`src/rtl/count_start_front.sv`:
```
module count_start_front #(
  parameter int CNT_W  = 16,
  parameter int N_TRIG = 8,
  parameter int PRE_W  = 3,
  parameter int FLT_W  = 2
) (
  input  logic                      clk,
  input  logic                      rst_n,
  input  logic [N_TRIG-1:0]         trig_in,
  input  logic [$clog2(N_TRIG)-1:0] trig_sel,
  input  logic [1:0]                edge_mode,
  input  logic [FLT_W-1:0]          filt_len,
  input  logic [PRE_W-1:0]          presc,
  input  logic                      trig_once,
  input  logic                      sw_single,
  input  logic                      sw_cont,
  input  logic                      clr,
  output logic                      cnt_en,
  output logic [CNT_W-1:0]          count,
  output logic                      running
);

  localparam int DIV_W = (1 << PRE_W) - 1;
  localparam int FC_W  = (1 << FLT_W) - 1;

  logic             s1, s2, filt_q, prev_q;
  logic [FC_W-1:0]  fcnt;
  logic [FC_W-1:0]  flen_m1;
  logic [DIV_W-1:0] pcnt, pmask;
  logic             once_q;
  logic             rise, fall, trig_evt, sw_go, start, start_once, last;

  assign flen_m1 = FC_W'((1 << filt_len) - 1);

  always_ff @(posedge clk or negedge rst_n) begin
    if (!rst_n) begin
      s1 <= 1'b0;
      s2 <= 1'b0;
    end else begin
      s1 <= trig_in[trig_sel];
      s2 <= s1;
    end
  end

  always_ff @(posedge clk or negedge rst_n) begin
    if (!rst_n) begin
      filt_q <= 1'b0;
      prev_q <= 1'b0;
      fcnt   <= '0;
    end else begin
      prev_q <= filt_q;
      if (s2 == filt_q) begin
        fcnt <= '0;
      end else if (fcnt >= flen_m1) begin
        filt_q <= s2;
        fcnt   <= '0;
      end else begin
        fcnt <= fcnt + 1'b1;
      end
    end
  end

  assign rise = filt_q & ~prev_q;
  assign fall = ~filt_q & prev_q;

  always_comb begin
    case (edge_mode)
      2'b01:   trig_evt = rise;
      2'b10:   trig_evt = fall;
      2'b11:   trig_evt = rise | fall;
      default: trig_evt = 1'b0;
    endcase
  end

  assign sw_go      = (edge_mode == 2'b00) & (sw_single | sw_cont);
  assign start      = ~running & (trig_evt | sw_go);
  assign start_once = (edge_mode == 2'b00) ? sw_single : trig_once;

  assign pmask  = DIV_W'((1 << presc) - 1);
  assign cnt_en = running & ((pcnt & pmask) == pmask);
  assign last   = (count == {CNT_W{1'b1}});

  always_ff @(posedge clk or negedge rst_n) begin
    if (!rst_n) begin
      running <= 1'b0;
      once_q  <= 1'b0;
      count   <= '0;
      pcnt    <= '0;
    end else if (clr) begin
      running <= 1'b0;
      once_q  <= 1'b0;
      count   <= '0;
      pcnt    <= '0;
    end else if (start) begin
      running <= 1'b1;
      once_q  <= start_once;
      count   <= '0;
      pcnt    <= '0;
    end else if (running) begin
      pcnt <= pcnt + 1'b1;
      if (cnt_en) begin
        count <= count + 1'b1;
        if (last && once_q) running <= 1'b0;
      end
    end
  end

endmodule


```
`config.mk`:
```
export PLATFORM = sky130hd
export DESIGN_NAME = count_start_front
export DESIGN_NICKNAME = d
export VERILOG_FILES = /design/src/rtl/count_start_front.sv
export SDC_FILE = /design/constraint.sdc
export NUM_CORES = 1
export LEC_CHECK = 0
export BUFFER_PORTS_ARGS = -buffer_cell sky130_fd_sc_hd__buf_2
export CAP_MARGIN = 10
export CORE_ASPECT_RATIO = 0.8
export CORE_MARGIN = 1.5
export CORE_UTILIZATION = 51
export CTS_BUF_LIST = sky130_fd_sc_hd__clkbuf_16
export DETAILED_ROUTE_END_ITERATION = 16
export PLACE_DENSITY = 0.76
export SLEW_MARGIN = 20
export SYNTH_ARGS = -nofsm -noshare
export SYNTH_HDL_FRONTEND = slang
export SYNTH_SLANG_ARGS = --single-unit
```
`constraint.sdc`:
```
create_clock -name clk -period 4.1 [get_ports clk]
set_clock_uncertainty 0.05 [all_clocks]
set_input_delay 0.41 -clock clk [delete_from_list [all_inputs] [get_ports clk]]
set_output_delay 0.41 -clock clk [all_outputs]
set_load 0.005 [all_outputs]
```
== Word-level counts from Yosys, hierarchy flattened ==
Index checks and enable logic that the tools add are counted.

* $add $sub $neg: 5
* Magnitude comparators: 2
* Equality and inequality tests: 6
* Shift operators: 2
* Muxes and demuxes: 20
* Bitwise gates (word level): 13
* Reduce and logical (&&, ||, !) cells: 7

{| class="wikitable"
|+ Operator list
! cell !! count
|-
| $mux 16 || 4
|-
| $mux 7 || 3
|-
| $add 16x1->16 const B || 1
|-
| $eq 16x16->1 const B || 1
|-
| $mux 1 || 9
|-
| $add 7x1->7 const B || 1
|-
| $and 7x7->7 || 1
|-
| $eq 7x7->1 || 1
|-
| $shl 1x3->7 const A || 1
|-
| $sub 7x2->7 const B || 1
|-
| $mux 3 || 2
|-
| $reduce_bool 3->1 || 2
|-
| $and 1x1->1 || 5
|-
| $eq 2x2->1 const B || 2
|-
| $lt 3x4->1 const B || 1
|-
| $not 1->1 || 4
|-
| $reduce_and 2->1 || 2
|-
| $add 3x1->3 const B || 1
|-
| $bmux 1 s3 || 1
|-
| $ge 3x3->1 || 1
|-
| $or 1x1->1 || 3
|-
| $pmux 1 s3 || 1
|-
| $shl 1x2->3 const A || 1
|-
| $sub 3x2->3 const B || 1
|-
| 5 further kinds || 5
|}

* Register bits after elaboration: 32
* Output and inout bits: 18

== Depth between registers and ports, before layout ==
Gate-level depths: netlist (run 1).

* Depth in word-level cells: 9
* Mapped depth: 8
* Depth with buffers taken out: 7

== Least setup slack after synthesis (run 1) ==
No wires, ideal clock.

* Kind: register to register
* From: reg filt_q
* To: reg count[9]
* Library setup time: 66 ps
* Arrival time: 1955 ps
* Setup slack: 2029 ps
* Stages on the path, launching flop included: 8
* Cells stage by stage: dfrtp_1 > inv_1 > ha_1 > inv_1 > mux4_2 > a21o_1 > or4_1 > nand2_1

* Longest elaborated chain between the ends: 8
* Elaborated cells between the ends (all ways): 12
* Classes of those cells: mux (3); bitwise (6); reduce/logical (3)

{| class="wikitable"
|+ Ends and longest elaborated chain
! element !! line !! RTL
|-
| start: declaration || 26 || <nowiki>logic s1, s2, filt_q, prev_q;</nowiki>
|-
| start signal: assignment || 47 || <nowiki>filt_q <= 1'b0;</nowiki>
|-
| start signal: assignment || 55 || <nowiki>filt_q <= s2;</nowiki>
|-
| $not 1->1 || 64 || <nowiki>assign fall = ~filt_q & prev_q;</nowiki>
|-
| $and 1x1->1 || 64 ||
|-
| $or 1x1->1 || 70 || <nowiki>2'b11: trig_evt = rise | fall;</nowiki>
|-
| $pmux 1 s3 * || 67 || <nowiki>case (edge_mode)</nowiki>
|-
| $or 1x1->1 * || 76 || <nowiki>assign start = ~running & (trig_evt | sw_go);</nowiki>
|-
| $and 1x1->1 * || 76 ||
|-
| $reduce_bool 3->1 (no line) / $mux 16 (equally long branches) || n/a ||
|-
| $reduce_and 2->1 (no line) / $mux 16 (equally long branches) || n/a ||
|-
| end signal: assignment || 102 || <nowiki>count <= count + 1'b1;</nowiki>
|-
| end: declaration || 19 || <nowiki>output logic [CNT_W-1:0] count,</nowiki>
|}

Mark *: on every way between the ends. The rest lies on a longest branch, timed or not.
A chain may end at the register's enable or synchronous reset.

== Worst setup path in the final report (run 1) ==
* From: reg running
* To: out cnt_en

* Longest elaborated chain between the ends: 1

{| class="wikitable"
|+ Ends and longest elaborated chain
! element !! line !! RTL
|-
| start: declaration || 20 || <nowiki>output logic running</nowiki>
|-
| start signal: assignment || 85 || <nowiki>running <= 1'b0;</nowiki>
|-
| start signal: assignment || 90 || <nowiki>running <= 1'b0;</nowiki>
|-
| start signal: assignment || 95 || <nowiki>running <= 1'b1;</nowiki>
|-
| $and 1x1->1 || 80 || <nowiki>assign cnt_en = running & ((pcnt & pmask) == pmask);</nowiki>
|-
| end: declaration || 18 || <nowiki>output logic cnt_en,</nowiki>
|}

No other way between the ends.

==> flow_metrics.tcl, run 1 <==
set metrics [dict create \
    grt_util_all_layers_pct 22.4 \
    p_leak_nw 1.04 \
    regToRegSetupSlack_ns 1.61 \
    dpl.hpwl_um 2850 \
    syn_area_sq_mm 0.00185 \
    synth_edf_count 0 \
    crit_path_top_delay_cell "dfrtp_1" \
    synth_area_leader_cell "dfrtp_1" \
    vias_per_cell 5.72 \
    fmax_mhz 391 \
    hold_ws_ns 0.133 \
    synthTopCellsByArea "dfrtp_1 (43%), ha_1 (5.4%), a21oi_1 (4.3%), nand2_1 (4.1%), nor2_1 (3.7%)" \
    die-area_sq_mm 0.00399 \
    finalHoldViolCount 0 \
    die_width_um 70.3 \
    drt_pre_antenna_iters 4 \
    cp.arrival_ns 2.10 \
    regArea_sq_um 801 \
    cts-resized-gates 0 \
    root_buffer "clkbuf_16" \
    grt_max_degree 33 \
    initial_core_util_pct 53.5 \
    grt_pass1_vias 1476 \
    place_congestion 0.873 \
    setup_viol 0 \
    synth_xor_area_share_pct 3.80 \
    synth-seq-cells 32 \
    worst_setup_path_end_kind "primary output" \
    antenna_cells 0 \
    cts_buffers 5 \
    synth_fa_ha_area_share_pct 5.42 \
    gr-total-overflow 0 \
    crit_required_ns 3.64 \
    routed_wl_um 3840 \
    insertion_delay_ns 0.28 \
    synth_top_family_by_area "simple AND/OR/NAND/NOR gates" \
    setup_tns_ns 0 \
    layout-drive-gt1-share_pct 22.2 \
    clockBufferDepth 2 \
    ys_seq_area_share_pct 43.4 \
    critPathMaxFanout 16 \
    cts_tree "built" \
    reg.largest.list "count x16, pcnt x7, fcnt x3" \
    largest_register_ff_count 16 \
    cts_hold_buf 0 \
    pin_count 42 \
    tightestPinTransition_ns 0.696 \
    synth_warnings 0 \
    synthMuxAreaShare_pct 7.12 \
    port-buffer-count 41 \
    outcome "completed" \
    worstPathCellList "inv_1 -> a21oi_1 -> nand3_1 -> nor2_1 -> buf_2" \
    die_h_um 56.8 \
    drv_slew 0 \
    path_class "flop to primary output" \
    synth_compound_area_share_pct 12.8 \
    cts_setup_buffers 0 \
    drt-initial-drc-count 78 \
    grt_pass1_wl_um 6830 \
    nets 271 \
    multi_input_area_sq_um 988 \
    synth_cell_types 37 \
    relSlewSlack_pct 53.6 \
    synthArstFlopShare_pct 100 \
    std_cell_rows 19 \
    drc 0 \
    fillers 299 \
    largest-register "count" \
    synth-simple-area-share_pct 24.4 \
    maxCapViolCount 0 \
    cts.clk_slew.worst_paths_ns 0.05 \
    drtAntennaViolNets 0 \
    wl_per_cell_um 13.7 \
    antenna_found_initial 0 \
    synth_nets 229 \
    max_stage_delay_ns 0.50 \
    synth_cells 197 \
    synth_ff_type "dfrtp_1" \
    rsz0062_at_grt "no" \
    core_sq_mm 0.00345 \
    syn_to_final_growth_pct 19.7 \
    powerDensity_mw_per_mm2 410 \
    synth_top_area_share_pct 43.4 \
    vias 1608 \
    htree_num_levels 2 \
    avgSynthCellArea_sq_um 9.37 \
    clkSinkCount 32 \
    critPathLaunchType "flop" \
    post-route-period-util_pct 62.3 \
    post-route-min-period_ns 2.56 \
    hold_path.class "input port to asynchronous set/reset pin" \
    peakVddDrop_uv 265 \
    rr_worst_depth 7 \
]
logic make-up after synthesis:
family,after synthesis
xor+xnor,8
fa+ha+maj,8
mux,9
compound gates,38
simple gates,88
buf+inv,14
flops,32
critical path, delay by kind of cell (launching register included):
family / cells / cell delay [ns]
and+or+nand+nor: 2 / 0.74
buffers and inverters: 2 / 0.34
DFF: 1 / 0.50
AOI/OAI and AO/OA: 1 / 0.24
final cells by class:
cell class / count / area share [%]
tap: 42 / 2.38
sequential: 32 / 36.2
clock inverter: 2 / 0.340
multi-input combinational: 151 / 44.7
timing repair buffer: 41 / 9.29
inverter: 8 / 1.36
clock buffer: 5 / 5.66
path summary, 6_finish.rpt:
check / start / endpoint
setup / recovery: running / cnt_en
hold / removal: rst_n / count[9]
setup reg to reg: filt_q / count[9]
hold reg to reg: s1 / s2
max in group asynchronous: rst_n / count[3]
min in group clk: clr / pcnt[1]
layout by cell type (no fill, tap or decap), drive strengths merged:
cell,Yosys,layout
buf,4,41
dfrtp,32,32
nand2,20,20
nor2,18,18
a21oi,16,16
nand3,12,12
or4,9,9
inv,8,8
ha,8,8
o31ai,7,7
xor2,6,6
nand4,6,6
and3,5,5
clkbuf,2,5
o21ai,5,5
a21o,4,4
nor3,4,4
nand2b,3,3
mux4,3,3
mux2,3,3
mux2i,3,3
or3,3,3
xnor2,2,2
and2,2,2
o211ai,2,2
clkinv,0,2
or2,2,2
a21boi,1,1
nor2b,1,1
o21bai,1,1
a311oi,1,1
nor3b,1,1
nand4b,1,1
o311a,1,1
nor4,1,1
layer usage:
layer / global-route usage, % / share of wire (%) / up-vias
met5: 0 / 0 / -
met4: 9.07 / 1.6 / 0
met3: 7.18 / 5.9 / 5
met2: 30.9 / 42 / 52
met1: 32.4 / 50 / 747
li1: - / - / 804
cells in the mapped netlist (all sizes together) (4+ instances only):
master,instances
xor2,6
o31ai,7
buf,4
nand2,20
or4,9
nor3,4
nand4,6
dfrtp,32
and3,5
a21o,4
nor2,18
a21oi,16
nand3,12
ha,8
inv,8
o21ai,5
power by group:
group | total (mW) | switching [mW] | internal [mW]
sequential | 0.381 | 0.0318 | 0.349
clock | 0.333 | 0.118 | 0.216
combinational | 0.192 | 0.112 | 0.0801
per-stage QoR:
step / cells / instance area [sq um] / utilization [%] / worst slack [ns] / power (mW)
after CTS: 281 / 2210 / 64.1 / 1.57 / 0.919
final: 281 / 2210 / 64.1 / 1.54 / 0.906
after detailed placement: 274 / 2080 / 60.3 / 1.62 / 0.578
after global placement: 274 / 2080 / 60.3 / 1.67 / 0.568
after global routing: 281 / 2210 / 64.1 / 1.32 / 0.969
after floorplan: 197 / 1850 / - / 2.03 / 0.521
Note: power is estimated with default switching activity, not from simulation.
==> run 2, diff against run 1 <==
==> constraint.sdc (replaced) <==
create_clock -name clk -period 2.4 [get_ports clk]
set_clock_uncertainty 0.05 [all_clocks]
set_input_delay 0.24 -clock clk [delete_from_list [all_inputs] [get_ports clk]]
set_output_delay 0.24 -clock clk [all_outputs]
set_load 0.005 [all_outputs]
==> flow_metrics.tcl, run 2 (same netlist as run 1, synthesis figures left out) <==
set metrics [dict create \
    outcome "completed" \
    fmax_mhz 452 \
    std_cell_rows 19 \
    port-buffer-count 41 \
    drv_slew 0 \
    post-route-min-period_ns 2.21 \
    grt_max_degree 33 \
    setup_tns_ns 0 \
    largest_register_ff_count 16 \
    worstSetupPathDepth 7 \
    crit_path_top_delay_cell "mux4_2" \
    setup_viol 0 \
    cts.clk_slew.worst_paths_ns 0.05 \
    relSlewSlack_pct 51.8 \
    routed_wl_um 4230 \
    cts_setup_buffers 0 \
    worstPathCellList "inv_1 -> ha_1 -> inv_1 -> mux4_2 -> a21o_1 -> or4_1 -> nand2_1" \
    rsz0062_at_grt "no" \
    cts_tree "built" \
    final_cells 291 \
    tightestPinTransition_ns 0.723 \
    reg.largest.list "count x16, pcnt x7, fcnt x3" \
    drt-initial-drc-count 126 \
    antenna_cells 0 \
    cts_buffers 5 \
    clockBufferDepth 2 \
    largest-register "count" \
    regToRegStartpoint "filt_q" \
    grt_util_all_layers_pct 23.5 \
    critPathLaunchType "flop" \
    grt_pass1_wl_um 7200 \
    min_to "once_q" \
    hold_path.class "input port to flop" \
    insertion_delay_ns 0.28 \
    core_sq_mm 0.00345 \
    syn_to_final_growth_pct 23.7 \
    gr-total-overflow 0 \
    p_leak_nw 1.09 \
    cp.arrival_ns 2.38 \
    rr_worst_depth 7 \
    root_buffer "clkbuf_16" \
    vias_per_cell 5.84 \
    htree_num_levels 2 \
    crit_required_ns 2.57 \
    nets 280 \
    path_buf_inv 2 \
    min_path_cells 2 \
    crit_family "simple AND/OR/NAND/NOR gates" \
    drt_pre_antenna_iters 5 \
    timing.rr.end "count[9]" \
    dpl.hpwl_um 3120 \
    drtAntennaViolNets 0 \
    pin_count 42 \
    worst_setup_path_end_kind "flop" \
    die-area_sq_mm 0.00399 \
    peakVddDrop_uv 415 \
    critPathMostFrequentCell "inv_1" \
    die_width_um 70.3 \
    vias 1699 \
    place_congestion 0.814 \
    post-route-period-util_pct 92.3 \
    finalHoldViolCount 0 \
    layout-drive-gt1-share_pct 24.5 \
    dp_cells 282 \
    final_common_cell "buf_2" \
    path_class "flop to flop" \
    clkSinkCount 32 \
    wl_per_cell_um 14.5 \
    layout_common_cells "buf_2 (41), dfrtp_1 (32), nand2_1 (20)" \
    p_total_mw 1.62 \
    maxCapViolCount 0 \
    grt_pass1_vias 1560 \
    regToRegSetupSlack_ns 0.19 \
    powerDensity_mw_per_mm2 709 \
    antenna_found_initial 0 \
    placed_cell_area_sq_mm 0.00214 \
    fin_area_sq_mm 0.00228 \
    critPathMaxFanout 6 \
    hp-start "clr" \
    initial_core_util_pct 53.5 \
    die_h_um 56.8 \
    drc 0 \
    max_stage_delay_ns 0.53 \
]
## run 2: area by class of cell
cell class	count	area (sq um)
Tap cell	42	52.6
Fill cell	293	1160
Multi-Input combinational cell	151	988
Clock buffer	5	125
Clock inverter	3	11.3
Sequential cell	32	801
Timing Repair Buffer	50	275
Inverter	8	30.0
## run 2: per-layer routing
layer	track usage [%]	up-vias	routed length [um]
met3	8.26	5	323
met4	6.32	0	40
met5	0	-	0
met1	31.9	813	1920
met2	36.0	62	1940
li1	-	819	-
## run 2: stage by stage
stage	hold slack, ns	util, %	worst slack, ns
floorplan	-0.106	-	0.329
CTS	0.128	66.2	0.180
global placement	0.281	62.0	0.254
finish	0.128	66.2	0.186
global route	0.141	66.2	0.0489
detailed placement	0.285	62.0	0.180
## run 2: how the worst max path moves through the flow
stage                start       end  slack (ns)
global placement    filt_q  count[9]        0.25
CTS                 filt_q  count[9]        0.18
finish              filt_q  count[9]        0.19
global route        filt_q  count[9]        0.05
detailed placement  filt_q  count[9]        0.18
floorplan           filt_q  count[9]        0.33
## run 2: worst reg2reg max path, stage by stage, from the launching register on
cell and delay, ns:
dfrtp_1 0.41, inv_1 0.07, ha_1 0.27, inv_1 0.04, mux4_2 0.53, a21o_1 0.24
or4_1 0.47, nand2_1 0.08
## run 2: what timing repair did
action	4_1_cts	5_1_grt
resized for setup	0	0
endpoints found under the hold margin	32	0
hold buffers	1	0
## run 2: power by group
group | internal (mW) | total (mW) | switching [mW]
Clock | 0.372 | 0.594 | 0.222
Sequential | 0.595 | 0.653 | 0.0577
Combinational | 0.168 | 0.371 | 0.204
Total | 1.14 | 1.62 | 0.483
==> run 3, diff against run 2 <==
--- a/config.mk
+++ b/config.mk
@@ -12,7 +12,7 @@
 export CORE_UTILIZATION = 51
 export CTS_BUF_LIST = sky130_fd_sc_hd__clkbuf_16
 export DETAILED_ROUTE_END_ITERATION = 16
-export PLACE_DENSITY = 0.76
+export PLACE_DENSITY = 0.72
 export SLEW_MARGIN = 20
 export SYNTH_ARGS = -nofsm -noshare
 export SYNTH_HDL_FRONTEND = slang
==> flow_metrics.tcl, run 3 (same netlist as run 1, synthesis figures left out) <==
set metrics [dict create \
    outcome "completed" \
    peakVddDrop_uv 370 \
    die-area_sq_mm 0.00399 \
    initial_core_util_pct 53.5 \
    worstPathCellList "inv_1 -> ha_1 -> inv_1 -> mux4_2 -> a21o_2 -> or4_1 -> nand2_1" \
    layout_common_cells "buf_2 (41), dfrtp_1 (31), nand2_1 (20)" \
    gr-total-overflow 0 \
    fmax_mhz 438 \
    grt_pass1_vias 1672 \
    die_width_um 70.3 \
    cts_buffers 5 \
    cp.arrival_ns 2.45 \
    clockBufferDepth 2 \
    max_stage_delay_ns 0.52 \
    wl_per_cell_um 14.7 \
    critPathLaunchType "flop" \
    vias_per_cell 5.80 \
    grt_max_degree 33 \
    dp_cells 281 \
    regArea_sq_um 802 \
    port-buffer-count 41 \
    core_sq_mm 0.00345 \
    fillers 278 \
    drt_pre_antenna_iters 4 \
    p_leak_nw 1.08 \
    antenna_found_initial 0 \
    final_cells 290 \
    routed_wl_um 4260 \
    critPathMaxFanout 10 \
    multi_input_area_sq_um 990 \
    post-route-period-util_pct 95.1 \
    grt_util_all_layers_pct 23.8 \
    layout-drive-gt1-share_pct 25.0 \
    drc 0 \
    largest-register "count" \
    antenna_cells 0 \
    crit_required_ns 2.57 \
    post-route-min-period_ns 2.28 \
    cts.clk_slew.worst_paths_ns 0.05 \
    drt-initial-drc-count 106 \
    setup_tns_ns 0 \
    hold_path.class "input port to flop" \
    std_cell_rows 19 \
    htree_num_levels 2 \
    tightestPinTransition_ns 0.716 \
    relSlewSlack_pct 52.3 \
    pin_count 42 \
    nets 279 \
    rsz0062_at_grt "no" \
    root_buffer "clkbuf_16" \
    setup_viol 0 \
    maxCapViolCount 0 \
    drv_slew 0 \
    die_h_um 56.8 \
    cts_tree "built" \
    grt_pass1_wl_um 7350 \
    finalHoldViolCount 0 \
    syn_to_final_growth_pct 23.5 \
    path_class "flop to flop" \
    place_congestion 0.843 \
    insertion_delay_ns 0.28 \
    vias 1683 \
    crit_path_top_delay_cell "mux4_2" \
    hold_ws_ns 0.131 \
    final_common_cell "buf_2" \
    clkSinkCount 32 \
    powerDensity_mw_per_mm2 707 \
    worst_setup_path_end_kind "flop" \
    largest_register_ff_count 16 \
    reg.largest.list "count x16, pcnt x7, fcnt x3" \
    cts_setup_buffers 0 \
    dpl.hpwl_um 3020 \
    drtAntennaViolNets 0 \
    critPathMostFrequentCell "inv_1" \
]
==> run 3: where the power goes <==
| group | total, mW | internal, mW | switching, mW |
|---|---|---|---|
| registers | 0.656 | 0.597 | 0.0588 |
| logic | 0.365 | 0.163 | 0.201 |
| clock network | 0.589 | 0.372 | 0.217 |
==> run 3: cell type report <==
class	instances	share of cell area [%]
sequential	32	35.2
inverter	8	1.32
multi-input combinational	151	43.4
clock buffer	5	5.49
tap	42	2.31
clock inverter	3	0.494
timing repair buffer	49	11.8
==> run 3: worst paths after layout <==
path                            end  slack [ns]  depth (start not counted)   start
max                        count[9]        0.12                          7  filt_q
min reg2reg                      s2        0.30                          0      s1
max in group asynchronous    filt_q        1.29                          2   rst_n
max reg2reg                count[9]        0.12                          7  filt_q
min in group asynchronous   pcnt[5]        0.50                          2   rst_n
min                         pcnt[1]        0.13                          2     clr
==> run 3: repair_timing <==
item / CTS / global route
hold buffers: 1 / 0
hold endpoints to repair: 32 / 0
resized for setup: 0 / 2
endpoints found under the setup margin: 0 / 1
==> run 3: per-stage QoR <==
step | total power [mW] | util (%) | setup slack [ns] | area (sq um)
finish | 1.61 | 66.1 | 0.119 | 2280
global route | 1.70 | 66.1 | 0.0288 | 2280
CTS | 1.62 | 66.0 | 0.0526 | 2280
detailed placement | 1.02 | 61.8 | 0.0911 | 2130
global placement | 0.999 | 61.8 | 0.156 | 2130
floorplan | 0.890 | - | 0.329 | 1850
==> run 3: layer usage <==
| layer | GRT usage (%) | routed length (um) | share of wire, % |
|---|---|---|---|
| met3 | 5.57 | 251 | 5.9 |
| met4 | 8.24 | 63 | 1.5 |
| met5 | 0 | 0 | 0 |
| met1 | 32.1 | 1980 | 46 |
| met2 | 37.6 | 1970 | 46 |
==> run 3: critical path: cells and delay by family (launching register included) <==
kind / cells / cell delay [ns]
DFF: 1 / 0.40
muxes: 1 / 0.52
and+or+nand+nor: 2 / 0.55
adders and majority gates: 1 / 0.28
buffers and inverters: 2 / 0.10
AOI/OAI and AO/OA: 1 / 0.31
